==> config.mk <==
export PLATFORM = sky130hd
export DESIGN_NAME = sda_hang_guard
export DESIGN_NICKNAME = d
export VERILOG_FILES = /design/src/rtl/sda_hang_guard_pkg.sv /design/src/rtl/sda_hang_sync.sv /design/src/rtl/sda_hang_ticker.sv /design/src/rtl/sda_hang_activity.sv /design/src/rtl/sda_hang_judge.sv /design/src/rtl/sda_hang_guard.sv
export SDC_FILE = /design/constraint.sdc
export NUM_CORES = 1
export LEC_CHECK = 0
export BUFFER_PORTS_ARGS = -buffer_cell sky130_fd_sc_hd__buf_2
export CORE_MARGIN = 2
export CORE_UTILIZATION = 49
export CTS_BUF_LIST = sky130_fd_sc_hd__clkbuf_16
export CTS_CLUSTER_DIAMETER = 30
export DETAILED_ROUTE_END_ITERATION = 12
export HOLD_SLACK_MARGIN = 0.03
export PLACE_DENSITY = 0.69
export SYNTH_ARGS = -nofsm -noshare
export SYNTH_HDL_FRONTEND = slang
export SYNTH_SLANG_ARGS = --single-unit
==> constraint.sdc <==
create_clock -name clk -period 2.2 [get_ports clk]
set_input_delay 0.22 -clock clk [delete_from_list [all_inputs] [get_ports clk]]
set_output_delay 0.22 -clock clk [all_outputs]
set_load 0.01 [all_outputs]
==> src/rtl/sda_hang_guard_pkg.sv <==
`timescale 1ns/1ps
package sda_hang_guard_pkg;
  // Outcome of one poll of the SDA line
  typedef enum logic [1:0] {
    POLL_IDLE    = 2'd0,  // nothing to do
    POLL_TRACK   = 2'd1,  // SDA low, activity seen: refresh snapshot
    POLL_RECOVER = 2'd2,  // SDA low, no activity: reset target
    POLL_BACKOFF = 2'd3   // host off, snapshot matches: nudge it away
  } poll_act_e;
endpackage

==> src/rtl/sda_hang_sync.sv <==
`timescale 1ns/1ps
module sda_hang_sync #(
  parameter int   STAGES  = 2,
  parameter logic RST_VAL = 1'b1
) (
  input  logic clk,
  input  logic rst,
  input  logic d_i,
  output logic q_o
);
  logic [STAGES-1:0] chain;

  generate
    if (STAGES == 1) begin : g_one
      always_ff @(posedge clk) begin
        if (rst) chain <= RST_VAL;
        else     chain <= d_i;
      end
    end else begin : g_many
      always_ff @(posedge clk) begin
        if (rst) chain <= {STAGES{RST_VAL}};
        else     chain <= {chain[STAGES-2:0], d_i};
      end
    end
  endgenerate

  assign q_o = chain[STAGES-1];
endmodule

==> src/rtl/sda_hang_ticker.sv <==
`timescale 1ns/1ps
module sda_hang_ticker #(
  parameter int PERIOD = 1000
) (
  input  logic clk,
  input  logic rst,
  input  logic run_i,
  input  logic restart_i,
  output logic tick_o
);
  localparam int             CW   = (PERIOD > 1) ? $clog2(PERIOD) : 1;
  localparam logic [CW-1:0]  LAST = CW'(PERIOD - 1);

  logic [CW-1:0] cnt;

  always_ff @(posedge clk) begin
    if (rst || !run_i || restart_i) cnt <= '0;
    else if (cnt == LAST)           cnt <= '0;
    else                            cnt <= cnt + 1'b1;
  end

  assign tick_o = run_i && !restart_i && (cnt == LAST);
endmodule

==> src/rtl/sda_hang_activity.sv <==
`timescale 1ns/1ps
module sda_hang_activity #(
  parameter int ACT_W = 16
) (
  input  logic             clk,
  input  logic             rst,
  input  logic             clear_i,
  input  logic             done_i,
  input  logic             single_i,
  output logic [ACT_W-1:0] count_o
);
  always_ff @(posedge clk) begin
    if (rst || clear_i)        count_o <= '0;
    else if (done_i && single_i) count_o <= count_o + 1'b1;
  end
endmodule

==> src/rtl/sda_hang_judge.sv <==
`timescale 1ns/1ps
module sda_hang_judge
  import sda_hang_guard_pkg::*;
#(
  parameter int ACT_W = 16
) (
  input  logic             clk,
  input  logic             rst,
  input  logic             poll_i,
  input  logic             host_on_i,
  input  logic             sda_low_i,
  input  logic [ACT_W-1:0] act_i,
  output poll_act_e        act_o
);
  localparam logic [ACT_W-1:0] SNAP_INIT = '1;

  logic [ACT_W-1:0] snap;
  logic             same;

  assign same = (snap == act_i);

  always_comb begin
    act_o = POLL_IDLE;
    if (poll_i) begin
      if (host_on_i) begin
        if (sda_low_i) act_o = same ? POLL_RECOVER : POLL_TRACK;
      end else if (same) begin
        act_o = POLL_BACKOFF;
      end
    end
  end

  always_ff @(posedge clk) begin
    if (rst) begin
      snap <= SNAP_INIT;
    end else begin
      unique case (act_o)
        POLL_TRACK:   snap <= act_i;
        POLL_RECOVER: snap <= SNAP_INIT;
        POLL_BACKOFF: snap <= snap - 1'b1;
        default:      snap <= snap;
      endcase
    end
  end
endmodule

==> src/rtl/sda_hang_guard.sv <==
`timescale 1ns/1ps
module sda_hang_guard
  import sda_hang_guard_pkg::*;
#(
  parameter int POLL_CYCLES = 50_000_000,
  parameter int ACT_W       = 16,
  parameter int CNT_W       = 16,
  parameter int SYNC_STAGES = 2
) (
  input  logic             clk,
  input  logic             rst,
  input  logic             en_i,
  input  logic             sda_pin_i,
  input  logic             host_on_i,
  input  logic             txn_done_i,
  input  logic             txn_single_i,
  output logic             tgt_rst_o,
  output logic [CNT_W-1:0] recov_cnt_o
);
  logic             sda_sync;
  logic             poll_tick;
  logic [ACT_W-1:0] act_cnt;
  poll_act_e        decision;

  sda_hang_sync #(.STAGES(SYNC_STAGES), .RST_VAL(1'b1)) u_sync (
    .clk (clk),
    .rst (rst),
    .d_i (sda_pin_i),
    .q_o (sda_sync)
  );

  sda_hang_ticker #(.PERIOD(POLL_CYCLES)) u_ticker (
    .clk       (clk),
    .rst       (rst),
    .run_i     (en_i),
    .restart_i (tgt_rst_o),
    .tick_o    (poll_tick)
  );

  sda_hang_activity #(.ACT_W(ACT_W)) u_activity (
    .clk      (clk),
    .rst      (rst),
    .clear_i  (tgt_rst_o),
    .done_i   (txn_done_i),
    .single_i (txn_single_i),
    .count_o  (act_cnt)
  );

  sda_hang_judge #(.ACT_W(ACT_W)) u_judge (
    .clk       (clk),
    .rst       (rst),
    .poll_i    (poll_tick),
    .host_on_i (host_on_i),
    .sda_low_i (!sda_sync),
    .act_i     (act_cnt),
    .act_o     (decision)
  );

  always_ff @(posedge clk) begin
    if (rst) begin
      tgt_rst_o   <= 1'b0;
      recov_cnt_o <= '0;
    end else begin
      tgt_rst_o <= (decision == POLL_RECOVER);
      if (decision == POLL_RECOVER) recov_cnt_o <= recov_cnt_o + 1'b1;
    end
  end
endmodule

==> flow_summary.toml <==
[run_status]
status = "finished, violations left"
violations = "negative setup slack"

[routing]
drt_pre_antenna_iters = 4
route.met2.wl_mm = 5.42
num_vias = 4037
drc = 0
viasPerCell = 5.65
first_iter_violations = 248
highest_layer = "met4"
wl_met1_mm = 5.11
ant_nets = 0
wire_per_inst_um = 15.9
dr_wl_met3_um = 595
wl_mm = 11.3

[final_layout]
nets = 615
fillers = 640
antenna_cells = 0
stdcell_count = 714
area_growth_pct = 32.4
final_util_pct = 67.0
drive_above_1_share_pct = 30.5
postLayoutCellArea_sq_um = 5510

[grt]
antenna_found_initial = 0
globalRoute.totalOverflow = 0
grt_pass1_vias = 3716
grt_pass1_wl_mm = 17.3
grt_max_degree = 28
grtUsageTotal_pct = 24.0

[cts]
cts_tree = "yes"
ctsRootBufferMaster = "clkbuf_16"
path_clk_slew_ps = 60
clk_latency_ps = 340
cts_hold_buf = 0
numCtsBuffers = 9
cts_max_level = 3
clk_path_buf_depth = 2
clock_sinks = 77

[timing]
rsz0062_at_grt = "true"
min_period_ps = 2260
slew_violations = 0
clock_skew_ps = 8.65
tns_ps = -389
max_freq_mhz = 443
fin_ws_ps = -57.6
hold_viol_final = 0
worst_pin_slew_ps = 540
holdWs_ps = 68.4
finalCritPeriodShare_pct = 103
setup_viol = 14
max_slew_margin_pct = 63.5

[yosys]
synth_edf_count = 0
synth_ff_type = "dfxtp_1"
ys_warn_count = 0
ys_async_sr_fraction_pct = 0
ys_seq_elements = 77
synth_nets = 519
yosysSeqAreaShare_pct = 37.1
synth.cell_area_sq_um = 4160
ys_types = 56
syn_inst = 508
syn_area_per_cell_sq_um = 8.19

[hold_path]
hold_start = "sda_pin_i"
hp-class = "input pin to flip-flop"

[critical_path]
crit_path_frequent_cell = "buf_4"
regToRegStartpoint = "u_ticker.cnt[24]"
critPathKind = "flip-flop to flip-flop"
crit_path_start_kind = "flip-flop"
crit_chain = "or4_4 -> nor4_4 -> buf_4 -> nand4_1 -> buf_4 -> o22ai_2 -> nand2_1 -> a31o_2"
slowest_delay_ps = 570
required_ps = 2440
endpoint_kind = "flip-flop"
crit_start = "u_ticker.cnt[24]"
worstPathArrival_ps = 2490
cpMaxStageDelayCell = "or4_4"
crit_fanout = 3

[pwr]
ir_drop_mv = 0.377
power_leakage_nw = 2.01
cellPowerDensity_nw_per_um2 = 540

[die]
die_y_um = 96.1
ios = 24
coreArea_sq_um = 8220
dieWidth_um = 96.1
rows = 33
initial_core_util_pct = 50.6
die-area_sq_um = 9240

[place]
placed_cells = 688
port_buffers = 23
gp_congestion = 0.902
dpl-instance-area_sq_um = 4890
dp_hpwl_mm = 7.50

[flow_run]
maxCapViolations = 0
==> cells by family after synthesis <==
| kind of cell | after synthesis | share of synthesized area, % |
|---|---|---|
| DFF | 77 | 37.1 |
| buffers and inverters | 39 | 3.88 |
| xor gates and xnor gates | 57 | 12.0 |
| adders and majority gates | 4 | 1.20 |
| and+or+nand+nor | 254 | 33.6 |
| muxes | 11 | 2.77 |
| AOI/OAI and AO/OA | 66 | 9.51 |
==> flip-flops by register name, summed over array words and instances (netlist names) <==
name                cells
recov_cnt_o            16
tgt_rst_o               1
u_activity.count_o     16
u_judge.snap           16
u_sync.chain            2
u_ticker.cnt           26
==> synthesized netlist by cell type (all sizes together) (4+ instances only) <==
library cell / instances / area share (%)
xnor2: 26 / 5.5
or2: 7 / 1.1
xor2: 31 / 6.5
nand2b: 4 / 0.60
or4: 10 / 1.9
o21ai: 25 / 3.0
mux2i: 7 / 1.7
nor2: 72 / 6.5
a21oi: 16 / 1.9
nand3: 21 / 2.9
and2: 5 / 0.75
dfxtp: 77 / 37
nor4: 11 / 2.2
a21o: 5 / 0.90
nand4b: 6 / 1.3
nand2: 36 / 3.2
ha: 4 / 1.2
clkbuf: 22 / 2.0
buf: 5 / 0.81
nor3: 21 / 2.6
inv: 12 / 1.1
nand4: 15 / 2.3
and4: 6 / 1.3
or3: 8 / 1.3
nand3b: 5 / 0.90
nor2b: 9 / 1.4
mux2: 4 / 1.1
and3: 11 / 1.7
==> worst max-delay path: cells and delay by family (launching register included) <==
family | cells | cell delay [ps]
simple gates | 4 | 1140
flops | 1 | 310
buf+inv | 2 | 370
compound gates | 2 | 340
==> report_power, final <==
group	internal (mW)	leakage (nW)	switching (mW)
clock	0.872	0.143	0.615
sequential	1.40	0.624	0.00360
combinational	0.0296	1.24	0.0543
==> final cells by class <==
type,instances,area (sq um),area share (%)
Clock buffer,9,225,4.09
Clock inverter,7,67.6,1.23
Inverter,12,45.0,0.818
Multi-Input combinational cell,394,2700,49.0
Sequential cell,77,1550,28.1
Tap cell,105,131,2.39
Timing Repair Buffer,110,795,14.4
==> cells in the final DEF (no fill, tap or decap), drive strengths merged, types with 8 or more instances in the layout <==
master	n
clkbuf	9
a21oi	16
nand2	36
buf	110
nor2b	9
nand3	23
xnor2	26
nor4	11
or4	10
inv	13
o21ai	25
xor2	31
nor3	21
nand4	15
and3	11
nor2	72
dfxtp	77
or3	8
==> through the flow <==
| step | worst slack [ps] | total power, mW |
|---|---|---|
| 2_1_floorplan | -5.57 | 1.48 |
| 3_3_place_gp | -93.1 | 1.51 |
| 3_5_place_dp | -175 | 1.51 |
| 4_1_cts | -24.5 | 2.98 |
| 5_1_grt | -162 | 3.06 |
| 6_report | -57.6 | 2.97 |
==> repair_timing <==
action | CTS | global route
endpoints found under the hold margin | 0 | 0
setup endpoints to repair | 20 | 23
gates cloned | 1 | 1
resized for setup | 16 | 42
pin swaps | 10 | 19
buffers inserted | 3 | 5
==> final timing paths <==
| kind | endpoint | slack [ps] | cells after the start |
|---|---|---|---|
| max | u_judge.snap[9] | -60 | 8 |
| min | u_sync.chain[0] | 70 | 2 |
| max reg2reg | u_judge.snap[9] | -60 | 8 |
| min reg2reg | u_sync.chain[1] | 430 | 1 |
==> layer usage <==
metal,vias to the layer above,track usage (%)
met5,-,0
met2,116,38.7
li1,1980,-
met1,1923,32.0
met4,0,10.0
met3,18,3.37
(Power assumes the default switching activity.)
